File: src/rtl/rtc_irq_pkg.sv
package rtc_irq_pkg;
  localparam int unsigned FIELD_W    = 8;
  localparam int unsigned NUM_FIELDS = 6;
  localparam int unsigned TIME_W     = FIELD_W * NUM_FIELDS;
  localparam int unsigned SEL_W      = 3;

  typedef enum logic [1:0] {
    RATE_SEC  = 2'd0,
    RATE_MIN  = 2'd1,
    RATE_HOUR = 2'd2,
    RATE_DAY  = 2'd3
  } rate_e;

  typedef enum logic [SEL_W-1:0] {
    SEL_SEC  = 3'd0,
    SEL_MIN  = 3'd1,
    SEL_HOUR = 3'd2,
    SEL_DAY  = 3'd3,
    SEL_MON  = 3'd4,
    SEL_YEAR = 3'd5,
    SEL_CTRL = 3'd6,
    SEL_STAT = 3'd7
  } wr_sel_e;

  typedef struct packed {
    logic  alm_en;
    logic  per_en;
    rate_e rate;
  } ctrl_t;

  // day and month count from 1, the other fields from 0
  function automatic logic [FIELD_W-1:0] field_reset(input int unsigned idx);
    return (idx == 3 || idx == 4) ? FIELD_W'(1) : '0;
  endfunction
endpackage

File: src/rtl/rtc_periodic_sel.sv
module rtc_periodic_sel
  import rtc_irq_pkg::*;
#(
  parameter int unsigned NUM_RATES = 4
) (
  input  logic                 clk_i,
  input  logic                 rst_ni,
  input  logic [NUM_RATES-1:0] tick_i,
  input  rate_e                rate_i,
  input  logic                 en_i,
  input  logic                 off_i,
  output logic                 irq_o
);
  logic [NUM_RATES-1:0] hit;

  for (genvar g = 0; g < NUM_RATES; g++) begin : g_rate
    assign hit[g] = tick_i[g] && (rate_i == rate_e'(g));
  end

  assign irq_o = en_i && !off_i && (|hit);

  assert_irq_on_tick_R2: assert property (@(posedge clk_i) disable iff (!rst_ni)
    irq_o |-> (|tick_i));
endmodule

File: src/rtl/rtc_alarm_regs.sv
module rtc_alarm_regs
  import rtc_irq_pkg::*;
#(
  parameter int unsigned FW = FIELD_W,
  parameter int unsigned NF = NUM_FIELDS,
  parameter int unsigned SW = SEL_W
) (
  input  logic             clk_i,
  input  logic             rst_ni,
  input  logic             wr_en_i,
  input  logic [SW-1:0]    wr_sel_i,
  input  logic [FW-1:0]    wr_data_i,
  output logic [NF*FW-1:0] alarm_o
);
  for (genvar g = 0; g < NF; g++) begin : g_field
    always_ff @(posedge clk_i or negedge rst_ni) begin
      if (!rst_ni)
        alarm_o[g*FW +: FW] <= field_reset(g);
      else if (wr_en_i && wr_sel_i == SW'(g))
        alarm_o[g*FW +: FW] <= wr_data_i;
    end
  end
endmodule

File: src/rtl/rtc_alarm_cmp.sv
module rtc_alarm_cmp
  import rtc_irq_pkg::*;
#(
  parameter int unsigned FW = FIELD_W,
  parameter int unsigned NF = NUM_FIELDS
) (
  input  logic [NF*FW-1:0] cur_i,
  input  logic [NF*FW-1:0] alarm_i,
  input  logic             sec_tick_i,
  output logic             hit_o
);
  logic [NF-1:0] eq;

  for (genvar g = 0; g < NF; g++) begin : g_eq
    assign eq[g] = cur_i[g*FW +: FW] == alarm_i[g*FW +: FW];
  end

  // compare only on a second update so a match is seen once
  assign hit_o = sec_tick_i && (&eq);
endmodule

File: src/rtl/rtc_alarm_status.sv
module rtc_alarm_status (
  input  logic clk_i,
  input  logic rst_ni,
  input  logic hit_i,
  input  logic clr_i,
  output logic sts_o
);
  always_ff @(posedge clk_i or negedge rst_ni) begin
    if (!rst_ni)    sts_o <= 1'b0;
    else if (hit_i) sts_o <= 1'b1;  // set beats clear
    else if (clr_i) sts_o <= 1'b0;
  end

  assert_set_needs_hit_R5: assert property (@(posedge clk_i) disable iff (!rst_ni)
    $rose(sts_o) |-> $past(hit_i));
  assert_clear_needs_write_R7: assert property (@(posedge clk_i) disable iff (!rst_ni)
    $fell(sts_o) |-> $past(clr_i));
  assert_set_wins_R8: assert property (@(posedge clk_i) disable iff (!rst_ni)
    hit_i |=> sts_o);
endmodule

File: src/rtl/rtc_irq_gen.sv
module rtc_irq_gen
  import rtc_irq_pkg::*;
(
  input  logic              clk_i,
  input  logic              rst_ni,
  input  logic              sec_tick_i,
  input  logic              min_tick_i,
  input  logic              hour_tick_i,
  input  logic              day_tick_i,
  input  logic [TIME_W-1:0] cur_time_i,
  input  logic              wr_en_i,
  input  logic [SEL_W-1:0]  wr_sel_i,
  input  logic [FIELD_W-1:0] wr_data_i,
  input  logic              power_off_i,
  output logic              irq_timer_o,
  output logic              irq_alarm_o,
  output logic              wake_o,
  output logic              alarm_sts_o
);
  ctrl_t             ctrl_q;
  logic [TIME_W-1:0] alarm_time;
  logic              hit;
  logic              clr;

  always_ff @(posedge clk_i or negedge rst_ni) begin
    if (!rst_ni)
      ctrl_q <= '0;
    else if (wr_en_i && wr_sel_i == SEL_CTRL)
      ctrl_q <= ctrl_t'(wr_data_i[3:0]);
  end

  assign clr = wr_en_i && (wr_sel_i == SEL_STAT) && wr_data_i[0];

  rtc_periodic_sel #(.NUM_RATES(4)) u_per (
    .clk_i  (clk_i),
    .rst_ni (rst_ni),
    .tick_i ({day_tick_i, hour_tick_i, min_tick_i, sec_tick_i}),
    .rate_i (ctrl_q.rate),
    .en_i   (ctrl_q.per_en),
    .off_i  (power_off_i),
    .irq_o  (irq_timer_o)
  );

  rtc_alarm_regs u_regs (
    .clk_i     (clk_i),
    .rst_ni    (rst_ni),
    .wr_en_i   (wr_en_i),
    .wr_sel_i  (wr_sel_i),
    .wr_data_i (wr_data_i),
    .alarm_o   (alarm_time)
  );

  rtc_alarm_cmp u_cmp (
    .cur_i      (cur_time_i),
    .alarm_i    (alarm_time),
    .sec_tick_i (sec_tick_i),
    .hit_o      (hit)
  );

  rtc_alarm_status u_sts (
    .clk_i  (clk_i),
    .rst_ni (rst_ni),
    .hit_i  (hit),
    .clr_i  (clr),
    .sts_o  (alarm_sts_o)
  );

  assign wake_o      = alarm_sts_o && ctrl_q.alm_en;
  assign irq_alarm_o = wake_o && !power_off_i;

  assert_off_masks_core_R10: assert property (@(posedge clk_i) disable iff (!rst_ni)
    power_off_i |-> (!irq_timer_o && !irq_alarm_o));
  assert_core_alarm_implies_wake_R9: assert property (@(posedge clk_i) disable iff (!rst_ni)
    irq_alarm_o |-> wake_o);
endmodule

File: config.mk
export PLATFORM = sky130hd
export DESIGN_NAME = rtc_irq_gen
export DESIGN_NICKNAME = d
export VERILOG_FILES = /design/src/rtl/rtc_irq_pkg.sv /design/src/rtl/rtc_periodic_sel.sv /design/src/rtl/rtc_alarm_regs.sv /design/src/rtl/rtc_alarm_cmp.sv /design/src/rtl/rtc_alarm_status.sv /design/src/rtl/rtc_irq_gen.sv
export SDC_FILE = /design/constraint.sdc
export NUM_CORES = 1
export LEC_CHECK = 0
export BUFFER_PORTS_ARGS = -buffer_cell sky130_fd_sc_hd__buf_2
export CAP_MARGIN = 20
export CORE_AREA = 2 2 107 78
export CTS_CLUSTER_DIAMETER = 50
export CTS_CLUSTER_SIZE = 30
export DETAILED_ROUTE_END_ITERATION = 10
export DIE_AREA = 0 0 109 80
export PLACE_DENSITY = 0.55
export SETUP_SLACK_MARGIN = 0.15
export SLEW_MARGIN = 15
export SYNTH_ARGS = -nofsm -noshare
export SYNTH_HDL_FRONTEND = slang
export SYNTH_SLANG_ARGS = --single-unit
File: constraint.sdc
create_clock -name clk_i -period 1.4 [get_ports clk_i]
set_input_delay 0.21 -clock clk_i [delete_from_list [all_inputs] [get_ports clk_i]]
set_output_delay 0.21 -clock clk_i [all_outputs]
set_load 0.03 [all_outputs]
==> metrics.cfg, run 1 <==
[timing]
period_minus_slack_ns=1.63
relSlewSlack=0.787
tns_ns=-0.283
setup_viol=2
setup_ws_ns=-0.232
rsz0062_at_grt=yes
finalCritPeriodShare=1.17
drv_slew=0
finClkSkew_ns=0.00950
hold_viol=0
timing.fmax_mhz=613
worst_hold_slack_ns=0.170
worst_pin_slew_ns=0.316

[setup_path]
path_cells=mux2i_2 -> a2111oi_4 -> buf_4
cpLargestDelayFamily=flip-flops
critPathMaxFanout=4
crit_buf_inv=1
path_class=flip-flop to output port
cpPeakStageDelay_ns=0.44
required_ns=1.19
cp-end-kind=output port
crit_path_start_kind=flip-flop
slowest_stage=dfrtp_1
cp_data_arrival_time_ns=1.42

[power_and_ir_drop]
leakage_nw=1.47
irDropWorstVdd_uv=638
p_total_mw=4.18
p_per_area_nw_per_um2=1210

[global_routing]
grtUsageTotal=0.161
antenna_found_initial=0
grt_pass1_wl_mm=10.3
overflow=0
grt_pass1_vias=1893
grt_max_degree=54

[clock_tree]
cts_tree=built
clockBufferDepth=2
clk_latency_ns=0.31
clockRootBuffer=clkbuf_8
clock_sinks=53
htreeDepth=2
clk_pin_slew_ns=0.10
numCtsBuffers=5

[drt]
drtIter0Drc=46
drc=0
firstDrtPassIters=4
wl_mm=6.43
ant_nets=0
avgViaCountPerCell=4.62
num_vias=1764
wl_per_cell_um=16.8

[layout]
fin_cells=382
fin_area_um2=3450
antennaDiodeCount=0
final_cell_mix=buf_2 (67), mux2_2 (52), dfrtp_1 (50)
nNetsFinal=347
final_common_cell=buf_2
syn2layout_area_growth_pct=31.5
drive_above_1_share=0.566
final_util=0.450

[hold_path]
hp-class=input port to flip-flop

[placed_design]
portBuffers=70
place_area_um2=3280
dp_hpwl_mm=4.89
dp.cells=372
dp_slack_ns=-0.177
gp_routability_congestion=0.728

[logic_synthesis]
ys_warn_count=0
synth-seq-cells=53
seq_area_frac_synth=0.507
syn_nets=257
syn_inst=190
synth_cell_type_count=22
syn_area_per_cell_um2=13.8
syn_area_um2=2620

[outcome]
violations=negative setup slack
status=finished with violations

[die]
die_x_um=109
rows=27
core_um2=7670
io_pins=71
die_h_um=80
dieArea_um2=8720
initial_core_util=0.342

[run]
drv_cap=0

[cell type report]
cell class,instances,area [µm²]
fillers,734,4220
well taps,101,126
inverters,1,3.75
multi-input cells,134,1330
flip-flops and latches,53,1330
clock buffers,5,68.8
repair buffers,85,543
clock inverters,3,46.3
[synthesized netlist by cell type]
cell type	number	area [µm²]
nor2b_1	2	12.5
a211oi_1	1	7.51
nor3b_4	2	37.5
nor3_1	1	5.00
o21ai_0	2	10.0
xnor2_1	33	289
dfrtp_1	51	1280
nand2_1	1	3.75
xor2_1	15	131
buf_2	2	10.0
and2_1	1	6.26
inv_1	1	3.75
nor4_1	5	31.3
nand3_1	1	5.00
dfstp_2	2	52.6
nand4b_1	3	26.3
mux2i_1	1	10.0
nand2b_4	1	13.8
nand4_1	10	62.6
mux2_2	52	586
a2111oi_0	1	8.76
nor3_4	2	32.5
[power by group]
group	internal [mW]	switching, mW
clock	0.536	0.531
combinational	0.618	0.388
sequential	1.87	0.237
total	3.03	1.16
[routing by layer]
metal  GRT usage  wire length, µm  vias up
li1            -                -      855
met1       0.256             3580      854
met2       0.215             2450       50
met3      0.0359              343        5
met4      0.0385               46        0
met5           0                0        -
[what timing repair did]
| action | CTS | global route |
|---|---|---|
| pin swaps | 7 | 2 |
| setup buffers | 1 | 0 |
| hold endpoints to repair | 51 | 0 |
| setup endpoints to repair | 4 | 4 |
| resized for setup | 11 | 0 |
| hold buffers | 1 | 0 |
[tightest hold or removal path: cells and delay by family]
| kind | cells | cell delay, ns |
|---|---|---|
| AO/OA/AOI/OAI | 1 | 0.07 |
| buffers and inverters | 1 | 0.11 |
| AND/OR/NAND/NOR | 1 | 0.06 |
[path summary, 6_finish.rpt]
kind	to	cells past startpoint	slack, ns	startpoint
worst max register to register	u_sts.sts_o	5	-0.05	u_regs.alarm_o[5]
max in group asynchronous	u_regs.alarm_o[32]	3	0.70	rst_ni
min in group asynchronous	u_regs.alarm_o[33]	3	0.42	rst_ni
worst min register to register	ctrl_q[2]	1	0.52	ctrl_q[2]
worst max-delay path	irq_timer_o	3	-0.23	ctrl_q[0]
worst min-delay path	u_sts.sts_o	3	0.17	sec_tick_i
[flip-flops by register name, indices dropped and copies added (netlist names)]
signal          cells
u_regs.alarm_o     48
ctrl_q              4
u_sts.sts_o         1
[cell families after synthesis]
family,Yosys count,synth area share
AO/OA/AOI/OAI,4,0.0100
XOR/XNOR,48,0.160
multiplexers,53,0.227
buffers and inverters,3,0.00525
flip-flops,53,0.507
AND/OR/NAND/NOR,29,0.0902
No activity file was read; power rests on OpenSTA's default activity.
==> run 2, diff against run 1 <==
Settings changed: BUFFER_PORTS_ARGS -buffer_cell sky130_fd_sc_hd__buf_2 to -buffer_cell sky130_fd_sc_hd__clkbuf_2, RECOVER_POWER set to 50.
==> run 2 against run 1 <==
- sequential share of layout area rose by 0.14 points
- first-iteration DRC count rose by 48%
- cell count rose by 0.52%
- sequential power barely moved
- hold slack improved by 0.0027 ns
- cell area fell by 0.36%
- critical path type unchanged
- clock skew fell by 0.0067 ns
- the flow still finishes with violations (negative setup slack)
- largest power group unchanged
- worst setup slack got worse by 0.047 ns
- register-to-register slack barely moved
- die area did not move
- non-clock buffer count rose by 2
- combinational power barely moved
==> metrics.cfg, run 2 (synthesized netlist as in run 1, its figures left out) <==
[clock_tree]
clock_sinks=53  ; unchanged
clk_pin_slew_ns=0.09  ; about the same
numCtsBuffers=5  ; unchanged
clk_latency_ns=0.30  ; about the same
htreeDepth=2  ; unchanged
clockRootBuffer=clkbuf_8
clockBufferDepth=2  ; unchanged
cts_tree=built

[drt]
wl_per_cell_um=17.3  ; +2.9%
firstDrtPassIters=4  ; unchanged
ant_nets=0  ; unchanged
num_vias=1805  ; +2.3%
drc=0  ; unchanged
wl_mm=6.65  ; +3.4%
avgViaCountPerCell=4.70  ; +1.8%
drtIter0Drc=68  ; +48%

[outcome]
violations=negative setup slack
status=finished with violations

[timing]
setup_viol=2  ; unchanged
finalCritPeriodShare=1.20  ; +0.0335
hold_viol=0  ; unchanged
worst_pin_slew_ns=0.758  ; +0.442 ns
timing.fmax_mhz=596  ; -2.8%
relSlewSlack=0.495  ; -0.293
period_minus_slack_ns=1.68  ; +0.0469 ns
drv_slew=0  ; unchanged
tns_ns=-0.321  ; -0.0383 ns
finClkSkew_ns=0.00283  ; -0.00667 ns
rsz0062_at_grt=yes
setup_ws_ns=-0.279  ; -0.0469 ns

[global_routing]
antenna_found_initial=0  ; unchanged
grt_max_degree=54  ; unchanged
grt_pass1_wl_mm=10.3  ; +0.67%
overflow=0  ; unchanged
grtUsageTotal=0.161  ; +0.000648
grt_pass1_vias=1892  ; -0.053%

[die]
die_x_um=109  ; unchanged
rows=27  ; unchanged
die_h_um=80  ; unchanged
core_um2=7670  ; unchanged
initial_core_util=0.342  ; unchanged
io_pins=71  ; unchanged
dieArea_um2=8720  ; unchanged

[setup_path]
slowest_stage=dfrtp_1
crit_path_start_kind=flip-flop
path_class=flip-flop to output port
cp_data_arrival_time_ns=1.47  ; +0.05 ns
cpPeakStageDelay_ns=0.42  ; -0.02 ns
cpLargestDelayFamily=flip-flops
required_ns=1.19  ; about the same
path_cells=nor2b_1 -> a211oi_1 -> a2111oi_4 -> clkbuf_8
cp-end-kind=output port
critPathMaxFanout=4  ; unchanged
crit_buf_inv=1  ; unchanged

[run]
drv_cap=0  ; unchanged

[layout]
fin_area_um2=3430  ; -0.36%
final_common_cell=clkbuf_2
top_register=u_regs.alarm_o
drive_above_1_share=0.558  ; -0.00753
largest_reg_flops=48  ; unchanged
top_regs=u_regs.alarm_o x48, ctrl_q x4, u_sts.sts_o x1
nNetsFinal=349  ; +0.58%
final_cell_mix=clkbuf_2 (66), mux2_2 (52), dfrtp_1 (50)
syn2layout_area_growth_pct=31.0
antennaDiodeCount=0  ; unchanged

[placed_design]
dp_hpwl_mm=4.98  ; +1.8%
place_area_um2=3270  ; -0.15%
portBuffers=70  ; unchanged
gp_routability_congestion=0.715  ; -1.8%

[hold_path]
hp-class=input port to flip-flop

[power_and_ir_drop]
leakage_nw=1.48  ; +0.57%
irDropWorstVdd_uv=524  ; -18%
p_per_area_nw_per_um2=1150  ; -5.0%

## run 2: power by group
| part | leakage [nW] | internal (mW) | total (mW) | switching, mW |
|---|---|---|---|---|
| combinational | 0.810 | 0.602 | 0.997 | 0.395 |
| clock | 0.0385 | 0.356 | 0.859 | 0.503 |
| sequential | 0.633 | 1.87 | 2.10 | 0.233 |
| total | 1.48 | 2.83 | 3.96 | 1.13 |
## run 2: timing repair
item | in CTS | in global routing
endpoints found under the setup margin | 4 | 5
pin swaps | 7 | 3
hold endpoints to repair | 51 | 0
setup buffers | 1 | 1
hold buffers | 1 | 0
gates cloned | 0 | 0
gates resized for setup | 13 | 5
## run 2: worst min-delay path, stage by stage
cell and delay [ns]:
clkbuf_2 0.09, nand4_1 0.08, o21ai_1 0.06
## run 2: per-stage QoR
stage	utilization	hold WS [ns]	total power [mW]	std cells	setup slack, ns
after global routing	0.448	0.195	4.20	384	-0.361
after global placement	0.427	0.236	3.10	373	-0.0936
after CTS	0.447	0.149	4.01	383	-0.306
after floorplan	-	-0.0856	2.76	190	0.0635
after detailed placement	0.427	0.233	3.13	373	-0.135
final	0.448	0.173	3.96	384	-0.279
## run 2: metal layers
metal / vias to the layer above / track usage / routed length, µm / part of all wire
li1: 868 / - / - / -
met5: - / 0 / 0 / 0
met1: 881 / 0.253 / 3480 / 0.52
met3: 2 / 0.0351 / 378 / 0.057
met4: 0 / 0.0269 / 15 / 0.0023
met2: 54 / 0.227 / 2770 / 0.42
## run 2: final timing paths
path,start,to,slack (ns),depth (start not counted)
setup / recovery,ctrl_q[0],irq_timer_o,-0.28,4
min in group asynchronous,rst_ni,u_regs.alarm_o[35],0.61,3
max in group asynchronous,rst_ni,u_sts.sts_o,0.24,3
hold / removal,sec_tick_i,u_sts.sts_o,0.17,3
setup reg to reg,u_regs.alarm_o[24],u_sts.sts_o,-0.04,5
hold reg to reg,ctrl_q[3],ctrl_q[3],0.52,1
## run 2: cell type report
cell class,instances,area [µm²]
inverters,1,3.75
multi-input cells,134,1330
clock buffers,7,76.3
flip-flops and latches,53,1330
repair buffers,87,564
clock inverters,1,7.51
fillers,729,4230
well taps,101,126
==> run 3, diff against run 2 <==
Settings changed: CTS_BUF_LIST set to sky130_fd_sc_hd__clkbuf_8.
==> run 3 against run 2 <==
- register-to-register slack hardly changed
- critical path depth unchanged
- first-iteration DRC count is the same
- wire length barely moved
- critical path type unchanged
- clock power decreased by 2%
- flip-flop and latch count unchanged
- the flow still finishes with violations (negative setup slack)
- largest cell class unchanged
- maximum frequency about the same
==> metrics.cfg, run 3 (synthesized netlist as in run 1, its figures left out) <==
[timing]
finClkSkew_ns=0.00288  ; +0.0000481 ns
worst_hold_slack_ns=0.172  ; -0.000521 ns
hold_viol=0  ; unchanged
worst_pin_slew_ns=0.758  ; unchanged
period_minus_slack_ns=1.68  ; +0.00000900 ns
relSlewSlack=0.495  ; unchanged
setup_ws_ns=-0.279  ; -0.00000900 ns
timing.fmax_mhz=596  ; about the same
setup_viol=2  ; unchanged
finalCritPeriodShare=1.20  ; about the same
rsz0062_at_grt=yes
drv_slew=0  ; unchanged

[placed_design]
portBuffers=70  ; unchanged
gp_routability_congestion=0.715  ; unchanged
dp_hpwl_mm=4.98  ; unchanged

[die]
dieArea_um2=8720  ; unchanged
rows=27  ; unchanged
core_um2=7670  ; unchanged
die_x_um=109  ; unchanged
initial_core_util=0.342  ; unchanged
die_h_um=80  ; unchanged
io_pins=71  ; unchanged

[clock_tree]
clk_pin_slew_ns=0.09  ; about the same
clk_latency_ns=0.30  ; about the same
numCtsBuffers=5  ; unchanged
clockRootBuffer=clkbuf_8
cts_tree=built
clockBufferDepth=2  ; unchanged
clock_sinks=53  ; unchanged
htreeDepth=2  ; unchanged

[global_routing]
grt_pass1_vias=1892  ; unchanged
antenna_found_initial=0  ; unchanged
grtUsageTotal=0.161  ; unchanged
grt_max_degree=54  ; unchanged
grt_pass1_wl_mm=10.3  ; unchanged
overflow=0  ; unchanged

[setup_path]
critPathMaxFanout=4  ; unchanged
path_class=flip-flop to output port
ff2ff_setup_slack_ns=-0.04  ; about the same
cp_data_arrival_time_ns=1.47  ; about the same
crit_path_start_kind=flip-flop
reg2regPathDepth=5  ; unchanged
required_ns=1.19  ; about the same
r2r_start=u_regs.alarm_o[24]
cp-end-kind=output port
r2r_end=u_sts.sts_o

[drt]
wl_met3_um=378  ; unchanged
num_vias=1805  ; unchanged
met1Wirelength_mm=3.48  ; about the same
firstDrtPassIters=4  ; unchanged
dr_wl_met2_mm=2.77  ; unchanged
ant_nets=0  ; unchanged
drtIter0Drc=68  ; unchanged
wl_per_cell_um=17.3  ; about the same
avgViaCountPerCell=4.70  ; unchanged
wl_mm=6.65  ; about the same
drc=0  ; unchanged
top_layer_used=met4

[power_and_ir_drop]
irDropWorstVdd_uv=523  ; -0.17%
leakage_nw=1.49  ; +0.56%
p_per_area_nw_per_um2=1150  ; -0.33%

[outcome]
violations=negative setup slack
status=finished with violations

[hold_path]
hp-class=input port to flip-flop
hold_depth=3  ; unchanged
min-delay-start=sec_tick_i
holdPathEnd=u_sts.sts_o

[layout]
final_util=0.448  ; unchanged
num-fill-cells=729  ; unchanged
final_cell_mix=clkbuf_2 (66), mux2_2 (52), dfrtp_1 (50)
syn2layout_area_growth_pct=31.0  ; unchanged
top_register=u_regs.alarm_o
nNetsFinal=349  ; unchanged
antennaDiodeCount=0  ; unchanged
top_regs=u_regs.alarm_o x48, ctrl_q x4, u_sts.sts_o x1
drive_above_1_share=0.558  ; unchanged
final_common_cell=clkbuf_2
largest_reg_flops=48  ; unchanged

[run]
drv_cap=0  ; unchanged

## run 3: layer usage
metal	GRT usage	vias to the layer above
met5	0	-
li1	-	868
met4	0.0269	0
met1	0.253	881
met2	0.227	54
met3	0.0351	2
## run 3: critical path, cell delays in order (launching register included)
cell and delay, ns:
dfrtp_1 0.42, nor2b_1 0.12, a211oi_1 0.09, a2111oi_4 0.31, clkbuf_8 0.22
## run 3: report_power, final
group | switching, mW | total [mW] | internal, mW
combinational | 0.395 | 0.997 | 0.602
sequential | 0.233 | 2.10 | 1.87
clock | 0.504 | 0.846 | 0.341
total | 1.13 | 3.95 | 2.81
## run 3: final cells by class
cell class | count | area [µm²] | share of cell area
Inverter | 1 | 3.75 | 0.00109
Tap cell | 101 | 126 | 0.0368
Clock buffer | 5 | 68.8 | 0.0200
Clock inverter | 3 | 15.0 | 0.00437
Multi-Input combinational cell | 134 | 1330 | 0.386
Sequential cell | 53 | 1330 | 0.387
Timing Repair Buffer | 87 | 564 | 0.164
## run 3: per-stage QoR
step           setup slack, ns  std cells  total power [mW]  area [µm²]  setup TNS (ns)
2_1_floorplan           0.0635        190              2.76        2660               0
3_3_place_gp           -0.0936        373              3.10        3270         -0.0936
3_5_place_dp            -0.135        373              3.13        3270          -0.152
4_1_cts                 -0.306        383              4.00        3430          -0.382
5_1_grt                 -0.361        384              4.19        3430          -0.525
6_report                -0.279        384              3.95        3430          -0.321
## run 3: worst max path at each step
stage / startpoint / end / slack [ns]
floorplan: ctrl_q[0] / irq_timer_o / 0.06
global placement: u_regs.alarm_o[47] / u_sts.sts_o / -0.09
detailed placement: u_regs.alarm_o[5] / u_sts.sts_o / -0.13
CTS: ctrl_q[0] / irq_timer_o / -0.31
global route: ctrl_q[0] / irq_timer_o / -0.36
finish: ctrl_q[0] / irq_timer_o / -0.28
## run 3: what timing repair did
item | CTS | global route
endpoints found under the hold margin | 51 | 0
endpoints found under the setup margin | 4 | 5
pin swaps | 7 | 3
setup buffers | 1 | 1
gates resized for setup | 13 | 5
hold buffers | 1 | 0
